<file path="config.mk">
export PLATFORM = sky130hd
export DESIGN_NAME = wdt_guard
export DESIGN_NICKNAME = d
export VERILOG_FILES = /design/src/rtl/wdt_pkg.sv /design/src/rtl/wdt_tick.sv /design/src/rtl/wdt_count.sv /design/src/rtl/wdt_ctrl.sv /design/src/rtl/wdt_guard.sv
export SDC_FILE = /design/constraint.sdc
export NUM_CORES = 1
export LEC_CHECK = 0
export ABC_AREA = 1
export BUFFER_PORTS_ARGS = -buffer_cell sky130_fd_sc_hd__buf_2
export CAP_MARGIN = 20
export CORE_MARGIN = 10
export CORE_UTILIZATION = 55
export CTS_CLUSTER_DIAMETER = 80
export DETAILED_ROUTE_END_ITERATION = 8
export PLACE_DENSITY = 0.77
export SLEW_MARGIN = 15
export SYNTH_ARGS = -nofsm -noshare
export SYNTH_HDL_FRONTEND = slang
export SYNTH_SLANG_ARGS = --single-unit
</file>
<file path="constraint.sdc">
create_clock -name clk -period 4.3 [get_ports clk]
set_input_delay 0.43 -clock clk [delete_from_list [all_inputs] [get_ports clk]]
set_output_delay 0.43 -clock clk [all_outputs]
set_load 0.05 [all_outputs]
</file>
<file path="src/rtl/wdt_pkg.sv">
package wdt_pkg;

    localparam int REG_W      = 8;
    localparam int PS_W       = 3;
    localparam int FLAG_BIT   = 7;
    localparam int IE_BIT     = 6;
    localparam int CE_BIT     = 4;
    localparam int RE_BIT     = 3;
    localparam int WIN_CYCLES = 4;
    localparam int WIN_W      = $clog2(WIN_CYCLES + 1);

    typedef enum logic [1:0] {
        MODE_OFF  = 2'b00,
        MODE_IRQ  = 2'b01,
        MODE_RST  = 2'b10,
        MODE_BOTH = 2'b11
    } wdt_mode_e;

    typedef struct packed {
        logic            flag;
        logic            ie;
        logic            ce;
        logic            re;
        logic [PS_W-1:0] ps;
    } wdt_view_t;

    function automatic wdt_mode_e mode_of(input logic ie, input logic re);
        return wdt_mode_e'({re, ie});
    endfunction

    function automatic logic [REG_W-1:0] pack_view(input wdt_view_t v);
        logic [REG_W-1:0] r;
        r = '0;
        r[FLAG_BIT]   = v.flag;
        r[IE_BIT]     = v.ie;
        r[CE_BIT]     = v.ce;
        r[RE_BIT]     = v.re;
        r[PS_W-1:0]   = v.ps;
        return r;
    endfunction

endpackage

</file>
<file path="src/rtl/wdt_tick.sv">
module wdt_tick #(
    parameter int DIV_LOG2 = 0
) (
    input  logic clk,
    input  logic rst,
    output logic tick
);
    generate
        if (DIV_LOG2 == 0) begin : g_direct
            assign tick = 1'b1;
        end else begin : g_divide
            logic [DIV_LOG2-1:0] div_q;
            always_ff @(posedge clk) begin
                if (rst) div_q <= '0;
                else     div_q <= div_q + 1'b1;
            end
            assign tick = &div_q;
        end
    endgenerate
endmodule

</file>
<file path="src/rtl/wdt_count.sv">
module wdt_count
    import wdt_pkg::*;
#(
    parameter int BASE_LOG2 = 11
) (
    input  logic            clk,
    input  logic            rst,
    input  logic            tick,
    input  logic            run,
    input  logic            kick,
    input  logic [PS_W-1:0] ps,
    output logic            expire
);
    localparam int MAX_PS = (1 << PS_W) - 1;
    localparam int CNT_W  = BASE_LOG2 + MAX_PS;

    logic [CNT_W-1:0] cnt_q;
    logic [CNT_W-1:0] last_val;

    assign last_val = {CNT_W{1'b1}} >> (PS_W'(MAX_PS) - ps);
    assign expire   = run && tick && !kick && (cnt_q >= last_val);

    always_ff @(posedge clk) begin
        if (rst || !run || kick) begin
            cnt_q <= '0;
        end else if (tick) begin
            if (expire) cnt_q <= '0;
            else        cnt_q <= cnt_q + 1'b1;
        end
    end


    kick_clear_chk: assert property (@(posedge clk) disable iff (rst)
        kick |=> (cnt_q == '0));


    wrap_chk: assert property (@(posedge clk) disable iff (rst)
        expire |=> (cnt_q == '0));
endmodule

</file>
<file path="src/rtl/wdt_ctrl.sv">
module wdt_ctrl
    import wdt_pkg::*;
(
    input  logic             clk,
    input  logic             rst,
    input  logic             soft_rst,
    input  logic             fuse,
    input  logic             wr_en,
    input  logic [REG_W-1:0] wr_data,
    input  logic             set_flag,
    input  logic             hw_clr_ie,
    input  logic             ack,
    output logic             ie_eff,
    output logic             re_eff,
    output logic [PS_W-1:0]  ps,
    output logic             flag,
    output logic [REG_W-1:0] rd_data
);
    logic             ie_q, re_q, flag_q;
    logic [PS_W-1:0]  ps_q;
    logic [WIN_W-1:0] win_q;
    logic             win_open, unlock, commit;
    wdt_view_t        view;

    assign win_open = (win_q != '0);
    assign unlock   = wr_en && wr_data[CE_BIT] && wr_data[RE_BIT];
    assign commit   = wr_en && !wr_data[CE_BIT] && win_open;

    always_ff @(posedge clk) begin
        if (rst || soft_rst) begin
            ie_q   <= 1'b0;
            re_q   <= 1'b0;
            ps_q   <= '0;
            flag_q <= 1'b0;
            win_q  <= '0;
        end else begin
            if (unlock)        win_q <= WIN_W'(WIN_CYCLES);
            else if (commit)   win_q <= '0;
            else if (win_open) win_q <= win_q - 1'b1;

            if (commit) begin
                re_q <= wr_data[RE_BIT];
                ps_q <= wr_data[PS_W-1:0];
            end else if (wr_en) begin
                re_q <= re_q | wr_data[RE_BIT];
            end

            if (hw_clr_ie)  ie_q <= 1'b0;
            else if (wr_en) ie_q <= wr_data[IE_BIT];

            if (set_flag) flag_q <= 1'b1;
            else if (ack) flag_q <= 1'b0;
        end
    end

    assign ie_eff = ie_q & ~fuse;
    assign re_eff = re_q | fuse;
    assign ps     = ps_q;
    assign flag   = flag_q;

    always_comb begin
        view.flag = flag_q;
        view.ie   = ie_eff;
        view.ce   = win_open;
        view.re   = re_eff;
        view.ps   = ps_q;
        rd_data   = pack_view(view);
    end


    window_open_chk: assert property (@(posedge clk) disable iff (rst)
        (unlock && !soft_rst) |=> win_open);


    ps_locked_chk: assert property (@(posedge clk) disable iff (rst)
        (!win_open && !soft_rst) |=> $stable(ps_q));


    re_sticky_chk: assert property (@(posedge clk) disable iff (rst)
        (re_q && !win_open && !soft_rst) |=> re_q);


    ack_clear_chk: assert property (@(posedge clk) disable iff (rst)
        (ack && !set_flag && !soft_rst) |=> !flag_q);
endmodule

</file>
<file path="src/rtl/wdt_guard.sv">
module wdt_guard
    import wdt_pkg::*;
#(
    parameter int BASE_LOG2 = 11,
    parameter int DIV_LOG2  = 0
) (
    input  logic             clk,
    input  logic             rst,
    input  logic             wr_en,
    input  logic [REG_W-1:0] wr_data,
    output logic [REG_W-1:0] rd_data,
    input  logic             kick,
    input  logic             fuse_rst_only,
    output logic             irq,
    input  logic             irq_ack,
    output logic             rst_req
);
    logic            tick, expire;
    logic            ie_eff, re_eff, flag;
    logic [PS_W-1:0] ps;
    logic            set_flag, hw_clr_ie, fire_rst, rst_req_q;
    wdt_mode_e       mode;

    assign mode      = mode_of(ie_eff, re_eff);
    assign set_flag  = expire && (mode == MODE_IRQ || mode == MODE_BOTH);
    assign hw_clr_ie = expire && (mode == MODE_BOTH);
    assign fire_rst  = expire && (mode == MODE_RST);

    wdt_tick #(.DIV_LOG2(DIV_LOG2)) u_tick (
        .clk  (clk),
        .rst  (rst),
        .tick (tick)
    );

    wdt_count #(.BASE_LOG2(BASE_LOG2)) u_count (
        .clk    (clk),
        .rst    (rst),
        .tick   (tick),
        .run    (ie_eff | re_eff),
        .kick   (kick),
        .ps     (ps),
        .expire (expire)
    );

    wdt_ctrl u_ctrl (
        .clk       (clk),
        .rst       (rst),
        .soft_rst  (fire_rst),
        .fuse      (fuse_rst_only),
        .wr_en     (wr_en),
        .wr_data   (wr_data),
        .set_flag  (set_flag),
        .hw_clr_ie (hw_clr_ie),
        .ack       (irq_ack),
        .ie_eff    (ie_eff),
        .re_eff    (re_eff),
        .ps        (ps),
        .flag      (flag),
        .rd_data   (rd_data)
    );

    always_ff @(posedge clk) begin
        if (rst) rst_req_q <= 1'b0;
        else     rst_req_q <= fire_rst;
    end

    assign rst_req = rst_req_q;
    assign irq     = flag;


    rst_pulse_chk: assert property (@(posedge clk) disable iff (rst)
        rst_req |=> !rst_req);


    irq_only_chk: assert property (@(posedge clk) disable iff (rst)
        (mode == MODE_IRQ) |=> !rst_req);


    kick_wins_chk: assert property (@(posedge clk) disable iff (rst)
        kick |=> (!rst_req && !$rose(irq)));


    fuse_no_irq_chk: assert property (@(posedge clk) disable iff (rst)
        (fuse_rst_only && $past(fuse_rst_only)) |-> !$rose(irq));
endmodule

</file>
## Word level (Yosys, flattened, before mapping)

Cells that the tools add are included.

| word-level totals | value |
|---|---|
| word-level logic and storage cells | 51 |
| input bits | 14 |
| output and inout port bits | 10 |
| flip-flop bits (word level) | 28 |

| cells by class | value |
|---|---|
| mux-type cells | 7 |
| reduce and logical (&&, ||, !) cells | 23 |
| shift-type cells | 1 |
| magnitude comparators | 1 |
| bitwise operators | 5 |
| add/subtract/negate cells | 3 |
| equal/unequal tests | 3 |

Operators with widths:

| operator | number |
|---|---|
| 18-bit by 1-bit adder with 18-bit output, second input constant | 1 |
| 18-bit greater-or-equal comparator | 1 |
| 18-bit by 3-bit right shift with 18-bit output, first input constant | 1 |
| 1-bit logical AND | 9 |
| 3-bit two-way mux | 3 |
| 3-bit nonzero test | 2 |
| 2-bit == test, second input constant | 2 |
| 1-bit logical OR | 4 |
| 1-bit two-way mux | 4 |
| 2-bit nonzero test | 2 |
| 2-bit OR reduction | 2 |
| 1-bit zero test | 3 |
| 1-bit bitwise OR | 3 |
| 3-bit OR reduction | 1 |
| 3-bit by 1-bit subtractor with 3-bit output, second input constant | 1 |
| 3-bit subtractor, first input constant | 1 |
| 2-bit by 1-bit == test with 1-bit output, second input constant | 1 |
| 1-bit AND | 1 |
| 1-bit inverter | 1 |

## Longest topological paths before layout

| depth | value |
|---|---|
| word-level depth | 8 |
| mapped depth | 12 |
| depth with buffers taken out | 12 |

## By module

From an unflattened synthesis, not the netlist that was laid out.

| second synthesis, totals | value |
|---|---|
| cells, all modules | 258 |
| area, all modules | 1,732.9 µm² |

By module, submodules not included:

| module | area each (µm²) | cells each | instances |
|---|---|---|---|
| wdt_count | 1,149.9 | 177 | 1 |
| wdt_ctrl | 513.0 | 70 | 1 |
| wdt_guard | 58.8 | 9 | 1 |
| wdt_tick | 11.3 | 2 | 1 |

## Least setup slack after synthesis

Ideal clock, no wire load.

| path | value |
|---|---|
| kind | register to register |
| start | register u_ctrl.ps_q[2] (netlist: u_ctrl.ps[2]) |
| end | register u_ctrl.ps_q[0] (netlist: u_ctrl.ps[0]) |
| clock period less this slack | 2.099 ns |
| arrival time | 1.986 ns |
| library setup time | 0.113 ns |
| slack | 2.201 ns |
| cell stages (with the launch flop) | 12 |
| path buffers | 0 |
| cells stage by stage | dfxtp_1 -> o21ai_0 -> ha_1 -> nand2_1 -> nor2_4 -> inv_1 -> nor2_1 -> nand2_2 -> nand2_4 -> nand3_4 -> nand2_4 -> nor2_1 |

| between the ends | value |
|---|---|
| word-level cells in the longest chain between the ends | 6 |

Ends and longest elaborated chain:

| item | RTL line | RTL |
|---|---|---|
| start: declaration | wdt_ctrl.sv:20 | `logic [PS_W-1:0] ps_q;` |
| start signal: assignment | wdt_ctrl.sv:43 | `ps_q <= wr_data[PS_W-1:0];` |
| 3-bit subtractor | wdt_count.sv:20 | `assign last_val = {CNT_W{1'b1}} >> (PS_W'(MAX_PS) - ps);` |
| 18-bit by 3-bit right shift with 18-bit output | wdt_count.sv:20 |  |
| 18-bit greater-or-equal comparator | wdt_count.sv:21 | `assign expire = run && tick && !kick && (cnt_q >= last_val);` |
| 1-bit logical AND | wdt_count.sv:21 |  |
| 1-bit logical AND | wdt_guard.sv:27 | `assign fire_rst = expire && (mode == MODE_RST);` |
| 1-bit logical OR | wdt_ctrl.sv:30 | `if (rst \|\| soft_rst) begin` |

Every way passes these cells.
A chain may end at the register's enable or synchronous reset.

## Worst setup path after layout

| path | value |
|---|---|
| start | register u_ctrl.ps_q[2] (netlist: u_ctrl.ps[2]) |
| end | register u_count.cnt_q[7] |

| between the ends | value |
|---|---|
| word-level cells in the longest chain between the ends | 5 |

Ends and longest elaborated chain:

| item | RTL line | RTL |
|---|---|---|
| 3-bit subtractor | wdt_count.sv:20 |  |
| 18-bit by 3-bit right shift with 18-bit output | wdt_count.sv:20 |  |
| 18-bit greater-or-equal comparator | wdt_count.sv:21 |  |
| 1-bit logical AND | wdt_count.sv:21 |  |
| 2-bit OR reduction (no line) | -- |  |
| end signal: assignment | wdt_count.sv:28 | `else cnt_q <= cnt_q + 1'b1;` |
| end: declaration | wdt_count.sv:17 | `logic [CNT_W-1:0] cnt_q;` |

Every way passes these cells.

==> summary.md <==
| Metric | Value |
|---|---|
| Cell Area, Synth | between 1500 and 2000 um2 |
| Sw Share | 0.325 |
| Internal power | 0.000426 W |
| 1st-pass router iterations | 4 |
| Synth cell types | 30 |
| Final period utilization | 0.457 |
| Starting Density | 0.581 |
| Chip Width | 74.2 um |
| Fillers | 258 |
| First-pass GRT wire length | 5.18 mm |
| Initial antenna violation count | 0 |
| Area added between synthesis and finish | 8.83% |
| Setup violators final | 0 |
| Largest buffer count on any clock path | 2 |
| Peak supply drop | 0.000414 V |
| Synthesized instance count | 208 |
| Max Cap Violations | 0 |
| Final wirelength | 2.81 mm |
| RSZ-0062 raised after global routing | no |
| Commonest non-fill, non-tap cell in the layout | nor2_1 |
| Routed len/inst | approximately 11 um |
| Mapped Nets | 232 |
| Min-delay worst type | in2reg |
| Die Area | about 5500 um2 |
| Post-Place Cell Area | about 1700 um2 |
| Power share of the clock group | 0.273 |
| IO Count | 24 |
| Worst Setup Start Kind | flop |
| Crit end category | flop |
| DRC Markers | 0 |
| Remaining global-route overflow | 0 |
| Final #Nets | between 200 and 300 |
| # rows | 19 |
| CTS buffer count | 3 |
| Delay-heaviest family, CP | simple AND/OR/NAND/NOR gates |
| Reg area | 561 um2 |
| Chip height | 74.2 um |
| Worst Hold Path Cells | 2 |
| Crit-path max cell delay | 0.51 ns |
| Power density cells | 359 nW/um2 |
| Post-CTS Setup Bufs | 0 |
| Gpl congestion | 0.819 |
| Largest net degree at the start of global routing | 19 |
| Diode count | 0 |
| Flop pwr share | 0.459 |
| Vias | 1232 |
| Hold endpoint | rst_req |
| Max stage delay cell, worst path | dfxtp_1 |
| Syn. warnings | 0 |
| Clk_lat worst skew | 0.33 ns |
| Bufs and invs on worst path | 0 |
| Run status | completed |
| Critical path type | reg2reg |
| IO Port Bufs | 20 |
| CP dominant cell by count | nand2_1 |
| Root Driver | clkbuf_4 |
| Leakage power | ~0.75 nW |
| Period minus WS final | 1.97 ns |
| Fin. Hold Viols | 0 |
| Detailed Route Iter0 Violations | 60 |
| CTS tree | built |
| Drt via density | 4.79 |
| Worst Min Path Start | rst |
| Post-synthesis register bit count | 28 |
| FF-to-FF path depth | 9 |
| Critical path arrival | 2.22 ns |
| CP Depth | 9 |
| Hold Buf Count CTS | 0 |
| Core Area | 2780 um2 |
| Psw | 0.000205 W |
| Crit-path cells | o21ai_0 -> ha_1 -> nand2_1 -> nand2_1 -> nand2_1 -> nand2_1 -> a21oi_4 -> nand4_4 -> nor3_1 |
| Gate power share | 0.268 |
| Register area share after synthesis | 0.347 |
| Average cell area after synthesis | about 7.8 um2 |
| Clock net sink count | 28 |
| Gr usage total | 0.114 |
| Worst r2r dst | u_count.cnt_q[7] |
| Area of the multi-input gates | between 800 and 900 um2 |
| R2r setup slk | 2.33 ns |
| Max FO, Critical Path | 18 |
| Post-DP HPWL | 2.23 mm |
| Layout cells sized above 1 | 0.226 |
| H-tree depth reported by CTS | 1 |
| Post-cts gate resize count | 0 |
| Design area | 1760 um2 |
| Pins Over Slew Limit | 0 |
| Fmax | 509 MHz |
| Number of global-route vias before repair | 1196 |
| Most frequent cells in the layout | 32 x nor2_1, 30 x inv_1, 28 x nand2_1, 28 x dfxtp_1, 20 x buf_2 |
| Crit Reg-Reg Startpoint | u_ctrl.ps[2] |
| Setup tns final | 0 ns |
| Skew final | about 0.0059 ns |
| Post-route ant nets | 0 |
| Req. time, crit path | ~4.6 ns |
| Worst-path clk slew | 0.15 ns |
flip-flops by register name, indices dropped and copies added, names as in the netlist:
| signal | count |
|---|---|
| u_ctrl.re_q | 1 |
| rst_req | 1 |
| u_count.cnt_q | 18 |
| u_ctrl.win_q | 3 |
| u_ctrl.ie_q | 1 |
| u_ctrl.flag | 1 |
| u_ctrl.ps | 3 |
how the worst max path moves through the flow:
stage / from / to / slack, ns
6_report: u_ctrl.ps[2] / u_count.cnt_q[7] / 2.33
3_5_place_dp: u_ctrl.ps[2] / u_count.cnt_q[2] / 2.34
5_1_grt: u_ctrl.ps[2] / u_count.cnt_q[2] / 2.05
2_1_floorplan: u_ctrl.ps[2] / u_ctrl.ps[0] / 2.20
4_1_cts: u_ctrl.ps[2] / u_count.cnt_q[2] / 2.31
3_3_place_gp: u_ctrl.ps[2] / u_count.cnt_q[7] / 2.37
cells in the mapped netlist:
cell type | n | area share
nor2_1 | 32 | 0.074
inv_1 | 30 | 0.070
dfxtp_1 | 28 | 0.35
nand2_1 | 28 | 0.065
nor3_1 | 11 | 0.034
ha_1 | 10 | 0.077
xor2_1 | 9 | 0.049
a21oi_1 | 7 | 0.022
buf_4 | 5 | 0.023
nand3_1 | 5 | 0.015
nor2_2 | 5 | 0.019
nand2_2 | 4 | 0.015
nand3_2 | 4 | 0.025
o21ai_0 | 4 | 0.012
a31oi_1 | 3 | 0.012
mux2_2 | 3 | 0.021
inv_2 | 2 | 0.0046
nand2_4 | 2 | 0.014
nand4_1 | 2 | 0.0077
nor2_4 | 2 | 0.014
or2_0 | 2 | 0.0077
xnor2_1 | 2 | 0.011
a21boi_0 | 1 | 0.0046
a21oi_2 | 1 | 0.0054
a21oi_4 | 1 | 0.010
buf_6 | 1 | 0.0070
conb_1 | 1 | 0.0023
nand3_4 | 1 | 0.011
nand4_4 | 1 | 0.013
nor3_2 | 1 | 0.0062
final cells by class:
type,instances,area share
clock buffer,3,0.0128
clock inverter,1,0.0171
inverter,32,0.0683
multi-input combinational,142,0.504
sequential,28,0.319
tap,31,0.0221
timing repair buffer,20,0.0569
layer usage:
| metal | up-vias | share of wire | wire length [um] | track usage |
|---|---|---|---|---|
| li1 | 692 | - | - | - |
| met1 | 523 | 0.48 | 1350 | 0.149 |
| met2 | 15 | 0.47 | 1310 | 0.187 |
| met3 | 2 | 0.048 | 135 | 0.0279 |
| met4 | 0 | 0.0061 | 17 | 0.0186 |
| met5 | - | 0 | 0 | 0 |
stage by stage:
stage	utilization	setup slack [ns]	power, W	hold slack, ns	std cells
final	0.632	2.33	0.000631	0.251	257
after global routing	0.632	2.05	0.000672	0.241	257
after CTS	0.632	2.31	0.000638	0.241	257
after detailed placement	0.613	2.34	0.000466	0.443	253
after global placement	0.613	2.37	0.000464	0.430	253
after floorplan	-	2.20	0.000444	0.417	208
power groups by stage:
stage                     Clock, W  Sequential [W]  Combinational (W)
after floorplan                  0        0.000305           0.000140
after global placement           0        0.000295           0.000168
after detailed placement         0        0.000296           0.000170
after CTS                 0.000177        0.000290           0.000171
after global routing      0.000187        0.000292           0.000193
final                     0.000172        0.000290           0.000169
logic make-up (layout without fill, tap and decap cells):
family,Yosys count,after routing,share of synthesized area
simple gates,100,100,0.322
buf+inv,38,56,0.105
flops,28,28,0.347
compound gates,17,17,0.0658
xor+xnor,11,11,0.0596
fa+ha+maj,10,10,0.0775
mux,3,3,0.0209
other cells,1,1,0.00232
No activity file was read; power rests on OpenSTA's default activity.
